## src/rtl/tpk_pkg.sv

```systemverilog
package tpk_pkg;
  localparam int SYM_W      = 6;
  localparam int BYTE_W     = 8;
  localparam int PACK_SYMS  = 24;
  localparam int PACK_BYTES = 18;
  localparam int PAY_BYTES  = 16;
  localparam int PAY_BITS   = PAY_BYTES * BYTE_W;
  localparam int CRC_W      = 16;
  localparam logic [CRC_W-1:0] CRC_POLY = 16'h1021;

  typedef enum logic [1:0] {PH_S0, PH_S1, PH_S2, PH_S3} sym_phase_e;

  function automatic logic [CRC_W-1:0] crc_step(input logic [CRC_W-1:0] c,
                                                input logic [BYTE_W-1:0] d);
    logic [CRC_W-1:0] r;
    r = c;
    for (int i = BYTE_W - 1; i >= 0; i--) begin
      if (r[CRC_W-1] ^ d[i]) r = {r[CRC_W-2:0], 1'b0} ^ CRC_POLY;
      else                   r = {r[CRC_W-2:0], 1'b0};
    end
    return r;
  endfunction
endpackage

```

## src/rtl/tpk_sym_packer.sv

```systemverilog
module tpk_sym_packer
  import tpk_pkg::*;
#(
  parameter int ADDR_W = 5
) (
  input  logic                clk,
  input  logic                rst_n,
  input  logic                pack_start,
  input  logic                sym_valid,
  input  logic [SYM_W-1:0]    sym_data,
  input  logic                sync_bad,
  output logic                wr_en,
  output logic [ADDR_W-1:0]   wr_addr,
  output logic [BYTE_W-1:0]   wr_data,
  output logic                bad
);
  localparam int SCNT_W = $clog2(PACK_SYMS + 1);
  localparam logic [SCNT_W-1:0] SCNT_DONE = SCNT_W'(PACK_SYMS);

  logic [SCNT_W-1:0] sym_cnt_q, sym_cnt_d;
  sym_phase_e        phase_q, phase_d;
  logic [SYM_W-1:0]  hold_q, hold_d;
  logic [ADDR_W-1:0] bcnt_q, bcnt_d;
  logic              wr_en_d;
  logic [ADDR_W-1:0] wr_addr_d;
  logic [BYTE_W-1:0] wr_data_d;
  logic              bad_d;
  logic              open_pack;

  assign open_pack = (sym_cnt_q < SCNT_DONE);

  always_comb begin
    sym_cnt_d = sym_cnt_q;
    phase_d   = phase_q;
    hold_d    = hold_q;
    bcnt_d    = bcnt_q;
    wr_en_d   = 1'b0;
    wr_addr_d = wr_addr;
    wr_data_d = wr_data;
    bad_d     = bad | sync_bad;
    if (pack_start) begin
      sym_cnt_d = '0;
      phase_d   = PH_S0;
      bcnt_d    = '0;
      bad_d     = sync_bad;
    end else if (sym_valid && open_pack) begin
      sym_cnt_d = sym_cnt_q + 1'b1;
      unique case (phase_q)
        PH_S0: begin
          hold_d  = sym_data;
          phase_d = PH_S1;
        end
        PH_S1: begin
          wr_en_d   = 1'b1;
          wr_data_d = {hold_q, sym_data[5:4]};
          hold_d    = {2'b00, sym_data[3:0]};
          phase_d   = PH_S2;
        end
        PH_S2: begin
          wr_en_d   = 1'b1;
          wr_data_d = {hold_q[3:0], sym_data[5:2]};
          hold_d    = {4'b0000, sym_data[1:0]};
          phase_d   = PH_S3;
        end
        default: begin
          wr_en_d   = 1'b1;
          wr_data_d = {hold_q[1:0], sym_data};
          phase_d   = PH_S0;
        end
      endcase
      if (wr_en_d) begin
        wr_addr_d = bcnt_q;
        bcnt_d    = bcnt_q + 1'b1;
      end
    end
  end

  always_ff @(posedge clk or negedge rst_n) begin
    if (!rst_n) begin
      sym_cnt_q <= SCNT_DONE;
      phase_q   <= PH_S0;
      hold_q    <= '0;
      bcnt_q    <= '0;
      wr_en     <= 1'b0;
      wr_addr   <= '0;
      wr_data   <= '0;
      bad       <= 1'b0;
    end else begin
      sym_cnt_q <= sym_cnt_d;
      phase_q   <= phase_d;
      hold_q    <= hold_d;
      bcnt_q    <= bcnt_d;
      wr_en     <= wr_en_d;
      wr_addr   <= wr_addr_d;
      wr_data   <= wr_data_d;
      bad       <= bad_d;
    end
  end

  // a pack never writes past its 18 bytes
  a_r3_addr_range: assert property (@(posedge clk) disable iff (!rst_n)
    wr_en |-> (wr_addr < ADDR_W'(PACK_BYTES)));

  // a closed pack accepts no symbol
  a_r2_closed_quiet: assert property (@(posedge clk) disable iff (!rst_n)
    (sym_cnt_q == SCNT_DONE && !pack_start) |=> !wr_en);
endmodule

```

## src/rtl/tpk_crc_chk.sv

```systemverilog
module tpk_crc_chk
  import tpk_pkg::*;
#(
  parameter int ADDR_W = 5
) (
  input  logic                clk,
  input  logic                rst_n,
  input  logic                wr_en,
  input  logic [ADDR_W-1:0]   wr_addr,
  input  logic [BYTE_W-1:0]   wr_data,
  output logic                done,
  output logic                pass
);
  localparam logic [ADDR_W-1:0] A_FIRST = '0;
  localparam logic [ADDR_W-1:0] A_CHK_H = ADDR_W'(PAY_BYTES);
  localparam logic [ADDR_W-1:0] A_LAST  = ADDR_W'(PACK_BYTES - 1);

  logic [CRC_W-1:0]  crc_q, crc_d;
  logic [BYTE_W-1:0] chk_hi_q, chk_hi_d;
  logic              done_d, pass_d;

  always_comb begin
    crc_d    = crc_q;
    chk_hi_d = chk_hi_q;
    done_d   = 1'b0;
    pass_d   = pass;
    if (wr_en) begin
      if (wr_addr == A_FIRST)      crc_d = crc_step('0, wr_data);
      else if (wr_addr < A_CHK_H)  crc_d = crc_step(crc_q, wr_data);
      else if (wr_addr == A_CHK_H) chk_hi_d = wr_data;
      else if (wr_addr == A_LAST) begin
        done_d = 1'b1;
        pass_d = (crc_q == ~{chk_hi_q, wr_data});
      end
    end
  end

  always_ff @(posedge clk or negedge rst_n) begin
    if (!rst_n) begin
      crc_q    <= '0;
      chk_hi_q <= '0;
      done     <= 1'b0;
      pass     <= 1'b0;
    end else begin
      crc_q    <= crc_d;
      chk_hi_q <= chk_hi_d;
      done     <= done_d;
      pass     <= pass_d;
    end
  end

  // completion only follows the write of the last check byte
  a_r4_done_after_last: assert property (@(posedge clk) disable iff (!rst_n)
    done |-> $past(wr_en && wr_addr == A_LAST));

  // completion is a single-cycle event
  a_r4_done_single: assert property (@(posedge clk) disable iff (!rst_n)
    done |=> !done);
endmodule

```

## src/rtl/tpk_pack_ram.sv

```systemverilog
module tpk_pack_ram #(
  parameter int DEPTH  = 32,
  parameter int DW     = 8,
  localparam int AW    = $clog2(DEPTH)
) (
  input  logic          clk,
  input  logic          we,
  input  logic [AW-1:0] waddr,
  input  logic [DW-1:0] wdata,
  input  logic [AW-1:0] raddr,
  output logic [DW-1:0] rdata
);
  logic [DW-1:0] mem [DEPTH];

  always_ff @(posedge clk) begin
    if (we) mem[waddr] <= wdata;
  end

  assign rdata = mem[raddr];
endmodule

```

## src/rtl/tpk_read_port.sv

```systemverilog
module tpk_read_port
  import tpk_pkg::*;
#(
  parameter int READY_CYC = 64,
  parameter int ADDR_W    = 5
) (
  input  logic                clk,
  input  logic                rst_n,
  input  logic                done,
  input  logic                pass,
  input  logic                bad,
  input  logic                rd_clk,
  input  logic [BYTE_W-1:0]   rdata,
  output logic [ADDR_W-1:0]   raddr,
  output logic                ready_n,
  output logic                sdata
);
  localparam int CNT_W = $clog2(READY_CYC + 1);
  localparam int IDX_W = $clog2(PAY_BITS + 2);
  localparam logic [IDX_W-1:0] IDX_LAST = IDX_W'(PAY_BITS);
  localparam logic [IDX_W-1:0] IDX_END  = IDX_W'(PAY_BITS + 1);

  logic             rs1_q, rs2_q, rs3_q, fall;
  logic [CNT_W-1:0] cnt_q, cnt_d;
  logic [IDX_W-1:0] idx_q, idx_d, pos;
  logic             active_q, active_d;
  logic             flag_q, flag_d;
  logic             sdata_d;

  assign fall    = rs3_q & ~rs2_q;
  assign pos     = idx_q - 1'b1;
  assign raddr   = ADDR_W'(pos >> 3);
  assign ready_n = (cnt_q == '0);

  always_comb begin
    cnt_d    = cnt_q;
    idx_d    = idx_q;
    active_d = active_q;
    flag_d   = flag_q;
    if (done) begin
      cnt_d    = CNT_W'(READY_CYC);
      idx_d    = '0;
      active_d = 1'b1;
      flag_d   = pass & ~bad;
    end else begin
      if (cnt_q != '0) cnt_d = cnt_q - 1'b1;
      if (active_q && fall && idx_q <= IDX_LAST) idx_d = idx_q + 1'b1;
    end
  end

  always_comb begin
    if (!active_q)              sdata_d = 1'b0;
    else if (idx_q == '0)       sdata_d = flag_q;
    else if (idx_q <= IDX_LAST) sdata_d = rdata[3'd7 - pos[2:0]];
    else                        sdata_d = 1'b0;
  end

  always_ff @(posedge clk or negedge rst_n) begin
    if (!rst_n) begin
      rs1_q    <= 1'b1;
      rs2_q    <= 1'b1;
      rs3_q    <= 1'b1;
      cnt_q    <= '0;
      idx_q    <= '0;
      active_q <= 1'b0;
      flag_q   <= 1'b0;
      sdata    <= 1'b0;
    end else begin
      rs1_q    <= rd_clk;
      rs2_q    <= rs1_q;
      rs3_q    <= rs2_q;
      cnt_q    <= cnt_d;
      idx_q    <= idx_d;
      active_q <= active_d;
      flag_q   <= flag_d;
      sdata    <= sdata_d;
    end
  end

  // a completed pack pulls ready low on the next cycle
  a_r5_ready_on_done: assert property (@(posedge clk) disable iff (!rst_n)
    done |=> !ready_n);

  // the bit index never runs past the end marker
  a_r8_idx_bound: assert property (@(posedge clk) disable iff (!rst_n)
    idx_q <= IDX_END);

  // no output before any pack has completed
  a_r8_idle_quiet: assert property (@(posedge clk) disable iff (!rst_n)
    !active_q |=> !sdata);

  // a pack flagged by sync protection never reports a pass
  a_r9_bad_forces_fail: assert property (@(posedge clk) disable iff (!rst_n)
    (done && bad) |=> !flag_q);

  // while no shift edge has arrived the line shows the flag
  a_r6_flag_shown: assert property (@(posedge clk) disable iff (!rst_n)
    (active_q && idx_q == '0) |=> (sdata == $past(flag_q)));
endmodule

```

## src/rtl/text_pack_reader.sv

```systemverilog
module text_pack_reader
  import tpk_pkg::*;
#(
  parameter int READY_CYC = 64,
  parameter int RAM_DEPTH = 32
) (
  input  logic             clk,
  input  logic             rst_n,
  input  logic             pack_start,
  input  logic             sym_valid,
  input  logic [5:0]       sym_data,
  input  logic             sync_bad,
  input  logic             rd_clk,
  output logic             ready_n,
  output logic             sdata
);
  localparam int ADDR_W = $clog2(RAM_DEPTH);

  logic              wr_en, bad, done, pass;
  logic [ADDR_W-1:0] wr_addr, raddr;
  logic [BYTE_W-1:0] wr_data, rdata;

  tpk_sym_packer #(.ADDR_W(ADDR_W)) u_packer (
    .clk(clk), .rst_n(rst_n), .pack_start(pack_start), .sym_valid(sym_valid),
    .sym_data(sym_data), .sync_bad(sync_bad), .wr_en(wr_en), .wr_addr(wr_addr),
    .wr_data(wr_data), .bad(bad)
  );

  tpk_crc_chk #(.ADDR_W(ADDR_W)) u_crc (
    .clk(clk), .rst_n(rst_n), .wr_en(wr_en), .wr_addr(wr_addr),
    .wr_data(wr_data), .done(done), .pass(pass)
  );

  tpk_pack_ram #(.DEPTH(RAM_DEPTH), .DW(BYTE_W)) u_ram (
    .clk(clk), .we(wr_en), .waddr(wr_addr), .wdata(wr_data),
    .raddr(raddr), .rdata(rdata)
  );

  tpk_read_port #(.READY_CYC(READY_CYC), .ADDR_W(ADDR_W)) u_rd (
    .clk(clk), .rst_n(rst_n), .done(done), .pass(pass), .bad(bad),
    .rd_clk(rd_clk), .rdata(rdata), .raddr(raddr), .ready_n(ready_n),
    .sdata(sdata)
  );

  // outputs idle while reset is held
  always_comb begin
    if (!rst_n) a_r1_reset_idle: assert (ready_n && !sdata);
  end
endmodule

```

## config.mk

```make
export PLATFORM = sky130hd
export DESIGN_NAME = text_pack_reader
export DESIGN_NICKNAME = d
export VERILOG_FILES = /design/src/rtl/tpk_pkg.sv /design/src/rtl/tpk_sym_packer.sv /design/src/rtl/tpk_crc_chk.sv /design/src/rtl/tpk_pack_ram.sv /design/src/rtl/tpk_read_port.sv /design/src/rtl/text_pack_reader.sv
export SDC_FILE = /design/constraint.sdc
export NUM_CORES = 1
export LEC_CHECK = 0
export ABC_AREA = 0
export ABC_CLOCK_PERIOD_IN_PS = 5100
export BUFFER_PORTS_ARGS = -buffer_cell sky130_fd_sc_hd__buf_2
export CAP_MARGIN = 20
export CORE_MARGIN = 3
export CORE_UTILIZATION = 63
export DETAILED_ROUTE_END_ITERATION = 16
export PLACE_DENSITY = 0.79
export RECOVER_POWER = 100
export SLEW_MARGIN = 20
export SYNTH_ARGS = -nofsm -noshare
export SYNTH_HDL_FRONTEND = slang
export SYNTH_HIERARCHICAL = 1
export SYNTH_SLANG_ARGS = --single-unit
```

## constraint.sdc

```tcl
create_clock -name clk -period 5.1 [get_ports clk]
set_clock_uncertainty 0.2 [all_clocks]
set_input_delay 0.255 -clock clk [delete_from_list [all_inputs] [get_ports clk]]
set_output_delay 0.255 -clock clk [all_outputs]
set_load 0.01 [all_outputs]
```

==> flow_metrics.tcl <==
set metrics [dict create \
    status "finished with violations" \
    violations "capacitance limit, slew limit" \
    critPathMaxStageDelay_ns 0.55 \
    numPortBuffers 13 \
    fp.dieW_um 158.4 \
    die-area_mm2 0.02510 \
    syn_inst 862 \
    routed_wl_um 30040 \
    grt_max_degree 81 \
    num_rows 55 \
    combinationalPowerShare_pct 15.8 \
    cts_buffer_depth 3 \
    p_sw_share_pct 26.68 \
    worst-setup-path-type "reg2reg" \
    fin_cells 1193 \
    insertion_delay_ns 0.51 \
    grt_pass1_wl_um 46150 \
    placedCellCount 1120 \
    synth_edf_count 256 \
    grt_usage_pct 24.63 \
    total_power_w 0.007182 \
    end_kind "flip-flop" \
    wl_per_cell_um 25.18 \
    n_antenna_cell 0 \
    tritoncts "yes" \
    cp.required_ns 5.29 \
    crit_chain "nor3_1 > buf_4 > nor3b_1 > xor2_4 > buf_6 > mux4_2 > mux4_2 > mux2_2 > mux4_2 > nand4_1 > nand2_1 > a32o_1" \
    power_density_mw_per_mm2 447.9 \
    p_sw_w 0.001916 \
    cts_sinks 336 \
    syn_avg_cell_area_um2 16.98 \
    min_period_over_period_pct 92.69 \
    antenna_found_initial 0 \
    ys_types 65 \
    hpwlAfterDp_um 18280 \
    io_pins 14 \
    synth_area_mm2 0.01464 \
    area_growth_pct 9.548 \
    setup_tns_ns 0 \
    rsz0062_at_grt "false" \
    synth.ff_latch_count 336 \
    crit_path_start_kind "flip-flop" \
    clockPowerShare_pct 33.3 \
    h-tree-depth 2 \
    hold_slack_ns 0.1139 \
    ys.flop_type "edfxtp_1" \
    cts-root-buf "clkbuf_16" \
    layout_min_cycle_time_ns 4.727 \
    firstDrtPassIters 7 \
    grt_pass1_vias 7882 \
    final_hold_viol_count 0 \
    relSlewSlack_pct -13.47 \
    critPathMaxFanout 64 \
    post_cts_buffers 0 \
    fillers 1389 \
    crit_arrival_ns 4.92 \
    seq_power_share_pct 50.8 \
    final_max_slew_viol_count 105 \
    drive_gt1_share_pct 21.04 \
    setup_viol 0 \
    yosysWarningCount 6 \
    start_util_pct 64.45 \
    gr-total-overflow 0 \
    ant_nets 0 \
    avgViaCountPerCell 6.557 \
    final_net_count 906 \
    tightest_slew_ns 1.702 \
    max_freq_mhz 211.5 \
    cp_common_cell "mux4_2" \
    leakage_nw 5.714 \
    maxCapViolCount 3 \
    min_path_type "in2reg" \
    cp_slowest_cell "mux4_2" \
    core_area_mm2 0.02271 \
    drc 0 \
    cts_buffers 34 \
    finalWeightedCongestion 0.8641 \
    clkTransAtPathRegs_ns 0.06 \
    syn-num-nets 885 \
    via_count 7823 \
    chipHeight_um 158.4 \
    p_int_w 0.005266 \
    ir_drop_mv 0.4179 \
    yosysSeqAreaShare_pct 66.24 \
    drt_iter0_markers 735 \
    synthArstFlopShare_pct 23.81 \
]
-- logic make-up (layout without fill, tap and decap cells) --
kind of cell,after synthesis,count (layout),share of synthesized area [%]
mux,119,119,15.68
buf+inv,71,117,2.445
flops,336,336,66.24
fa+ha+maj,11,11,0.9403
simple gates,164,164,5.685
compound gates,96,96,4.257
xor+xnor,65,65,4.753
-- synthesized netlist by cell type, types with 8 or more instances --
library cell,count,area [um2]
a21oi_1,30,150.1
a22oi_1,8,60.06
buf_1,8,30.03
buf_2,9,45.04
clkbuf_1,23,86.33
dfrtp_1,75,1877
edfxtp_1,256,7687
ha_1,11,137.6
inv_1,18,67.56
mux2_2,26,292.8
mux2_4,9,135.1
mux4_2,82,1847
nand2_1,33,123.9
nand3_1,9,45.04
nand3b_1,8,60.06
nand4_1,9,56.30
nor2_1,60,225.2
o21ai_0,16,80.08
or3_1,8,50.05
xnor2_1,19,166.4
xor2_1,37,324.1
-- path summary, 6_finish.rpt --
kind                                                start                                 to  slack (ns)  cells past startpoint
worst max register to register  u_rd/idx_q[2]$_DFFE_PN0P_               u_rd/sdata$_DFF_PN0_        0.37                     12
worst min register to register       u_rd/rs1_q$_DFF_PN1_               u_rd/rs2_q$_DFF_PN1_        0.16                      0
worst min-delay path                            sym_valid  u_packer/sym_cnt_q[1]$_DFFE_PN0P_        0.11                      4
min in group asynchronous                           rst_n          u_rd/cnt_q[4]$_DFFE_PN0P_        0.14                      2
max in group asynchronous                           rst_n         u_crc/crc_q[1]$_DFFE_PN0P_        4.04                      2
worst max-delay path            u_rd/idx_q[2]$_DFFE_PN0P_               u_rd/sdata$_DFF_PN0_        0.37                     12
-- power by group through the flow --
stage / Combinational [W] / Clock, W / Sequential [W]
after floorplan: 0.000891 / 0 / 0.00361
after global placement: 0.00111 / 0 / 0.00366
after detailed placement: 0.00118 / 0 / 0.00369
after CTS: 0.00119 / 0.00244 / 0.00363
after global routing: 0.00126 / 0.00255 / 0.00368
final: 0.00114 / 0.00239 / 0.00365
-- cells in the final DEF, fill, tap and decap left out, drive strengths merged, types with 9 or more instances in the layout --
cell type | synthesis | layout
clkbuf | 23 | 52
mux2 | 35 | 35
nand2 | 33 | 33
dlygate4sd3 | 0 | 12
xor2 | 37 | 37
nand4 | 9 | 9
a21oi | 30 | 30
edfxtp | 256 | 256
buf | 30 | 16
xnor2 | 20 | 20
clkinv | 0 | 15
ha | 11 | 11
dfrtp | 75 | 75
nand3 | 9 | 9
nor2 | 61 | 61
mux4 | 82 | 82
or3 | 9 | 9
inv | 18 | 19
o21ai | 26 | 26
-- registers in the layout, indices dropped and copies added, names as in the netlist, 5 cells and up --
signal	flops
u_crc/chk_hi_q	8
u_crc/crc_q	16
u_packer/bcnt_q	5
u_packer/hold_q	6
u_packer/sym_cnt_q	5
u_packer/wr_addr	5
u_packer/wr_data	8
u_ram/mem	256
u_rd/cnt_q	7
u_rd/idx_q	8
-- cell type report --
cell class                      instances  area [um2]  share of cell area (%)
Timing Repair Buffer                   38       275.3                   1.717
Sequential cell                       336        9696                   60.47
Inverter                               18       67.56                  0.4214
Multi-Input combinational cell        455        4562                   28.45
Tap cell                              285       356.6                   2.224
Clock inverter                         19       145.1                  0.9052
Clock buffer                           42       932.1                   5.814
-- per-layer routing --
| metal | global-route usage [%] | vias up | share of wire, % |
|---|---|---|---|
| met5 | 0 | - | 0 |
| met2 | 38.45 | 353 | 49 |
| met1 | 36.01 | 4020 | 41 |
| met3 | 4.267 | 66 | 7.3 |
| li1 | - | 3384 | - |
| met4 | 8.726 | 0 | 3.4 |
-- worst max-delay path, delay by kind of cell (launching register included) --
kind | cells | cell delay, ns
mux | 4 | 1.76
simple gates | 4 | 0.93
buf+inv | 2 | 0.71
flops | 1 | 0.54
compound gates | 1 | 0.25
xor+xnor | 1 | 0.18
-- timing repair --
item / in CTS / in global routing
hold endpoints to repair: 95 / 0
gates resized for setup: 0 / 0
hold buffers: 12 / 0
-- per-stage QoR --
step	area, um2	setup WS (ns)	util, %
2_1_floorplan	14640	1.051	-
3_3_place_gp	14940	0.7606	65.78
3_5_place_dp	14940	0.6596	65.78
4_1_cts	16140	0.6136	71.05
5_1_grt	16030	0.2152	70.61
6_report	16030	0.3729	70.61
Note: power is estimated with default switching activity, not from simulation.
